## config.mk

```make
export PLATFORM = sky130hd
export DESIGN_NAME = bank_map_top
export DESIGN_NICKNAME = d
export VERILOG_FILES = /design/src/rtl/bank_map_pkg.sv /design/src/rtl/bank_map_ctrl.sv /design/src/rtl/bank_map_dp.sv /design/src/rtl/bank_map_top.sv
export SDC_FILE = /design/constraint.sdc
export NUM_CORES = 1
export LEC_CHECK = 0
export ABC_AREA = 1
export BUFFER_PORTS_ARGS = -buffer_cell sky130_fd_sc_hd__buf_2
export CAP_MARGIN = 20
export CELL_PAD_IN_SITES_DETAIL_PLACEMENT = 0
export CELL_PAD_IN_SITES_GLOBAL_PLACEMENT = 1
export CORE_MARGIN = 2
export CORE_UTILIZATION = 22
export CTS_CLUSTER_SIZE = 12
export DETAILED_ROUTE_END_ITERATION = 16
export PLACE_DENSITY = 0.72
export SLEW_MARGIN = 20
export SYNTH_ARGS = -nofsm -noshare
export SYNTH_HDL_FRONTEND = slang
export SYNTH_SLANG_ARGS = --single-unit
export TNS_END_PERCENT = 100
```

## constraint.sdc

```tcl
create_clock -name clk -period 0.8 [get_ports clk]
set_clock_uncertainty 0.05 [all_clocks]
set_input_delay 0 -clock clk [delete_from_list [all_inputs] [get_ports clk]]
set_output_delay 0 -clock clk [all_outputs]
set_load 0.01 [all_outputs]
```

## src/rtl/bank_map_pkg.sv

```systemverilog
package bank_map_pkg;
  localparam int CFG_W = 8;
  localparam int ROM_DIS_BIT = 0;
  localparam int BANK_LSB = 1;
  localparam int BANK_W = 3;
  localparam int INT_EN_BIT = 4;
  localparam int ROMBANK_LSB = 5;
  localparam int ROMBANK_W = 2;

  typedef struct packed {
    logic cfgLoad;
  } ctrlStb_t;
endpackage

```

## src/rtl/bank_map_ctrl.sv

```systemverilog
module bank_map_ctrl
  import bank_map_pkg::*;
#(
  parameter int PORT_W = 8,
  parameter logic [PORT_W-1:0] CFG_PORT = 8'h38
) (
  input  logic              ioWrStb,
  input  logic [PORT_W-1:0] ioAddr,
  output ctrlStb_t          stb
);
  always_comb begin
    stb.cfgLoad = ioWrStb && (ioAddr == CFG_PORT);
  end
endmodule

```

## src/rtl/bank_map_dp.sv

```systemverilog
module bank_map_dp
  import bank_map_pkg::*;
(
  input  logic                 clk,
  input  logic                 rstN,
  input  ctrlStb_t             stb,
  input  logic [CFG_W-1:0]     dataIn,
  input  logic                 mreqN,
  input  logic                 rfshN,
  input  logic [1:0]           addrHi,
  output logic                 romSelN,
  output logic                 ram0SelN,
  output logic                 ram1SelN,
  output logic                 extSelN,
  output logic [BANK_W-1:0]    ramBank,
  output logic [ROMBANK_W-1:0] romBank,
  output logic                 intEnOut,
  output logic [CFG_W-1:0]     cfgDbg
);
  logic [CFG_W-1:0] cfgQ;
  logic memCycle;
  logic romDis;
  logic [3:0] quarterHit;

  always_ff @(posedge clk or negedge rstN) begin
    if (!rstN) cfgQ <= '0;
    else if (stb.cfgLoad) cfgQ <= dataIn;
  end

  assign romDis   = cfgQ[ROM_DIS_BIT];
  assign ramBank  = cfgQ[BANK_LSB +: BANK_W];
  assign romBank  = cfgQ[ROMBANK_LSB +: ROMBANK_W];
  assign intEnOut = cfgQ[INT_EN_BIT];
  assign cfgDbg   = cfgQ;
  assign memCycle = !mreqN && rfshN;

  for (genvar q = 0; q < 4; q++) begin : g_quarter
    assign quarterHit[q] = memCycle && (addrHi == 2'(q));
  end

  always_comb begin
    romSelN  = !(quarterHit[0] && !romDis);
    ram0SelN = !((quarterHit[0] && romDis) || quarterHit[1]);
    ram1SelN = !((quarterHit[2] && (ramBank == '0)) || quarterHit[3]);
    extSelN  = !(quarterHit[2] && (ramBank != '0));
  end

  always_comb begin
    assert_one_sel_R9: assert ($countones({romSelN, ram0SelN, ram1SelN, extSelN}) >= 3);
  end

  assert_idle_R9: assert property (@(posedge clk) disable iff (!rstN)
    (mreqN || !rfshN) |-> (romSelN && ram0SelN && ram1SelN && extSelN));
  assert_rom_low_R4: assert property (@(posedge clk) disable iff (!rstN)
    !romSelN |-> (addrHi == 2'b00));
  assert_ext_window_R6: assert property (@(posedge clk) disable iff (!rstN)
    !extSelN |-> (addrHi == 2'b10 && ramBank != 3'd0));
endmodule

```

## src/rtl/bank_map_top.sv

```systemverilog
module bank_map_top
  import bank_map_pkg::*;
#(
  parameter logic [7:0] CFG_PORT = 8'h38
) (
  input  logic       clk,
  input  logic       rstN,
  input  logic       ioWrStb,
  input  logic [7:0] ioAddr,
  input  logic [7:0] dataIn,
  input  logic       mreqN,
  input  logic       rfshN,
  input  logic [1:0] addrHi,
  output logic       romSelN,
  output logic       ram0SelN,
  output logic       ram1SelN,
  output logic       extSelN,
  output logic [2:0] ramBank,
  output logic [1:0] romBank,
  output logic       intEnOut,
  output logic [7:0] cfgDbg
);
  ctrlStb_t stb;

  bank_map_ctrl #(.PORT_W(8), .CFG_PORT(CFG_PORT)) u_ctrl (
    .ioWrStb(ioWrStb), .ioAddr(ioAddr), .stb(stb)
  );

  bank_map_dp u_dp (
    .clk(clk), .rstN(rstN), .stb(stb), .dataIn(dataIn),
    .mreqN(mreqN), .rfshN(rfshN), .addrHi(addrHi),
    .romSelN(romSelN), .ram0SelN(ram0SelN), .ram1SelN(ram1SelN),
    .extSelN(extSelN), .ramBank(ramBank), .romBank(romBank),
    .intEnOut(intEnOut), .cfgDbg(cfgDbg)
  );

  assert_load_R2: assert property (@(posedge clk) disable iff (!rstN)
    (ioWrStb && ioAddr == CFG_PORT) |=> (cfgDbg == $past(dataIn)));
  assert_hold_R3: assert property (@(posedge clk) disable iff (!rstN)
    !(ioWrStb && ioAddr == CFG_PORT) |=> $stable(cfgDbg));
endmodule

```

-- Word-level counts from Yosys, hierarchy flattened
Index checks and enable logic that the tools add are counted.
- word-level logic and storage cells: 26
- output and inout bits: 18
- bits in registers: 8
- bits of input ports: 23
- equal/unequal tests: 4
- reductions and logical operators: 21
- operators with widths (operator ; count):
    logical AND 1 bit ; 10
    equality test 8 x 6 -> 1 bit (second input constant) ; 1
    logical NOT 1 bit ; 6
    equality test 2 bit (second input constant) ; 2
    logical NOT 3 bit ; 1
    nonzero test 3 bit ; 1
    equality test 2 x 1 -> 1 bit (second input constant) ; 1
    logical NOT 2 bit ; 1
    logical OR 1 bit ; 2

-- Longest topological paths before layout
- depth after elaboration: 6
- depth in mapped cells: 6
- depth with buffers taken out: 6

-- Modules after synthesis
From an unflattened synthesis, not the netlist that was laid out.
- cells, all modules: 61
- area total of the unflattened synthesis: 451.7 sq um
- by module, submodules not included (module ; times used ; cells an instance ; area an instance (sq um)):
    bank_map_dp ; 1 ; 54 ; 420.4
    bank_map_ctrl ; 1 ; 7 ; 31.3

-- Least setup slack after synthesis
OpenSTA, ideal clock, no wires.
- kind: flip-flop to output port
- from: register u_dp.cfgQ[2] (netlist: u_dp.cfgDbg[2])
- to: output ram1SelN
- arrival time: 0.737 ns
- slack: 0.013 ns
- buffers on the path: 0
- stages on the path, launching flop included: 5
- cells stage by stage: dfrtp_1 nor2_1 nand2_1 nand2_1 nand3_1
- longest elaborated chain between the ends: 4
- ends and longest elaborated chain (element ; RTL line ; text):
    start: declaration ; bank_map_dp.sv:20 ; logic [CFG_W-1:0] cfgQ;
    start signal: assignment ; bank_map_dp.sv:27 ; else if (stb.cfgLoad) cfgQ <= dataIn;
    logical NOT 3 bit ; bank_map_dp.sv:44 ; ram1SelN = !((quarterHit[2] && (ramBank == '0)) || quarterHit[3]);
    logical AND 1 bit ; bank_map_dp.sv:44 ;
    logical OR 1 bit ; bank_map_dp.sv:44 ;
    logical NOT 1 bit ; bank_map_dp.sv:44 ;
    end: declaration ; bank_map_top.sv:16 ; output logic ram1SelN,
Every way passes these cells.

-- Final worst setup path
Same ends and word-level chain as after synthesis.

==> metrics.cfg <==
[grt]
met2_usage_pct=16.46
top_usage_layer=met2
grt_max_degree=10
grt_usage_pct=10.45
grt_first_pass_wirelength_mm=2.007
antenna_found_initial=0
use_met3_pct=3.429
overflow=0
grtUsageMet1_pct=11.60
grt_pass1_vias=503

[power]
switching_share_pct=27.50
ir_drop_mv=0.5749
total_power_w=0.001056
p_seq_share_pct=41.6
intPower_w=0.0007658
pwr-share-clk_pct=29.5
p_sw_w=0.0002904
combPwrFrac_pct=29.0
power_density_mw_per_mm2=1101
leakage_nw=0.5667

[layout]
final_cell_mix=buf_2 (33), nand2_1 (16), nand4_1 (10)
drive_above_1_share_pct=55.00
largest_reg_flops=8
nNetsFinal=145
post-route-cell-area_um2=959.7
final_common_cell=buf_2
n_antenna_cell=0
fillerInstances=232
stdcell_count=148
areaGrowthSynthToFinish_pct=87.07

[floorplan]
io-pin-count=41
core_mm2=0.002212
dieWidth_um=52.29
die_h_um=52.29
die-area_mm2=0.002734
start_util_pct=23.19
num_rows=17

[drt]
initialDrtViolationCount=4
drtAntennaViolNets=0
routedWlPerCell_um=9.372
via_per_inst=4.020
first_pass_iters=2
wl_mm=1.387
drc=0
num_vias=595

[sta]
fmax_mhz=881.3
setup_slack_ns=-0.3347
finalSetupViolations=21
period_needed_ns=1.135
slew_viol_final=0
slew_headroom_pct=85.21
hold_viol=0
fin_crit_sh_pct=141.8
timing_worst_slew_pin_value_ns=0.2211
rsz0062_at_grt=yes

[job]
max-cap-violations=0

[synth]
syn-num-nets=86
yosysTopAreaCellShare_pct=39.02
synth.area.top_cells=dfrtp_1 (39%), nand2_1 (14%), nand4_1 (12%)
synth_area_leader_cell=dfrtp_1
seq_area_frac_synth_pct=39.02
synthCells=63
ys.warnings.count=0
synth.distinct_cells=12
avgSynthCellArea_um2=8.143
syn-cell-area_um2=513.0
synth-seq-cells=8

[clocking]
cts_root_buffer=clkbuf_4
cts_buffer_depth=2
cts_num_sinks=8
cts_tree=built
insertion_delay_ns=0.24
clk_pin_slew_ns=0.06
htreeDepth=1
cts_made_buffers=3

[critical_path]
criticalPathCategory=reg -> out
cp-end-kind=output pin
start_kind=register
cp_data_arrival_time_ns=1.08
crit_required_ns=0.75
ff2ff_path_depth=3
cp_max_fo=2

[place]
io_buffers=40
hpwl_mm=1.039
gp_congestion=0.6913
place_area_um2=748.2
dp_cells=131

[run_status]
status=finished, violations left
violations=setup timing

[min_path]
hold_path.class=in -> reg
whs_path_depth=4

-- per-stage QoR --
stage | setup slack (ns) | setup TNS (ns) | utilization (%) | hold WS (ns)
finish | -0.3347 | -2.181 | 43.38 | 0.05455
floorplan | 0.01278 | 0 | - | -0.3456
global route | -0.4031 | -3.085 | 43.38 | 0.05749
CTS | -0.3410 | -2.207 | 41.80 | 0.05007
global placement | -0.01834 | -0.01834 | 33.82 | -0.2019
detailed placement | -0.05891 | -0.05891 | 33.82 | -0.1991
-- kinds of logic (layout without fill, tap and decap cells) --
logic type,after synthesis,in the layout,synth area share [%]
buffers and inverters,16,73,16.10
and+or+nand+nor,38,38,43.42
AOI/OAI and AO/OA,1,1,1.464
DFF,8,8,39.02
-- cell type report --
class / instances / area, um2 / area share [%]
timing repair buffer: 60 / 424.2 / 44.20
multi-input combinational: 39 / 240.2 / 25.03
sequential: 8 / 200.2 / 20.86
inverter: 10 / 37.54 / 3.911
tap: 28 / 35.03 / 3.651
clock buffer: 3 / 22.52 / 2.347
-- layer usage --
| layer | share of wire [%] | routed length, um |
|---|---|---|
| met1 | 39 | 547 |
| met3 | 9.1 | 126 |
| met2 | 51 | 702 |
| met4 | 0.79 | 11 |
| met5 | 0 | 0 |
-- repair_timing --
item	CTS	global route
cloned	0	0
resized for setup	7	7
pin swaps	2	3
endpoints found under the hold margin	16	0
setup buffers	4	4
setup endpoints to repair	18	21
hold buffers	9	0
-- final timing paths --
kind	startpoint	slack, ns	endpoint
setup / recovery	u_dp.cfgDbg[2]$_DFFE_PN0P_	-0.33	ram1SelN
hold / removal	ioAddr[0]	0.05	u_dp.cfgDbg[1]$_DFFE_PN0P_
setup reg to reg	u_dp.cfgDbg[2]$_DFFE_PN0P_	-0.02	u_dp.cfgDbg[2]$_DFFE_PN0P_
hold reg to reg	u_dp.cfgDbg[3]$_DFFE_PN0P_	0.48	u_dp.cfgDbg[3]$_DFFE_PN0P_
max in group asynchronous	rstN	0.46	u_dp.cfgDbg[4]$_DFFE_PN0P_
min in group asynchronous	rstN	0.06	u_dp.cfgDbg[2]$_DFFE_PN0P_
-- critical path, stage by stage, from the launching register on --
cell	delay [ns]
dfrtp_1	0.40
nor2_2	0.11
nand2_1	0.07
nand2_1	0.06
nand3_1	0.05
buf_2	0.14
-- power groups by stage --
stage	Clock, W	Sequential, W	Combinational (W)
3_5_place_dp	0	0.000445	0.000228
6_report	0.000311	0.000439	0.000306
4_1_cts	0.000314	0.000437	0.000294
3_3_place_gp	0	0.000444	0.000225
2_1_floorplan	0	0.000455	0.000105
5_1_grt	0.000347	0.000441	0.000337
-- Yosys cell counts --
| cell type | n |
|---|---|
| nand4_1 | 10 |
| nor2_8 | 2 |
| buf_4 | 6 |
| nor2_1 | 2 |
| nand3_4 | 1 |
| inv_2 | 2 |
| nand2_2 | 3 |
| dfrtp_1 | 8 |
| o211ai_1 | 1 |
| inv_1 | 8 |
| nand3_1 | 1 |
| nand2_1 | 19 |
(Power assumes the default switching activity.)
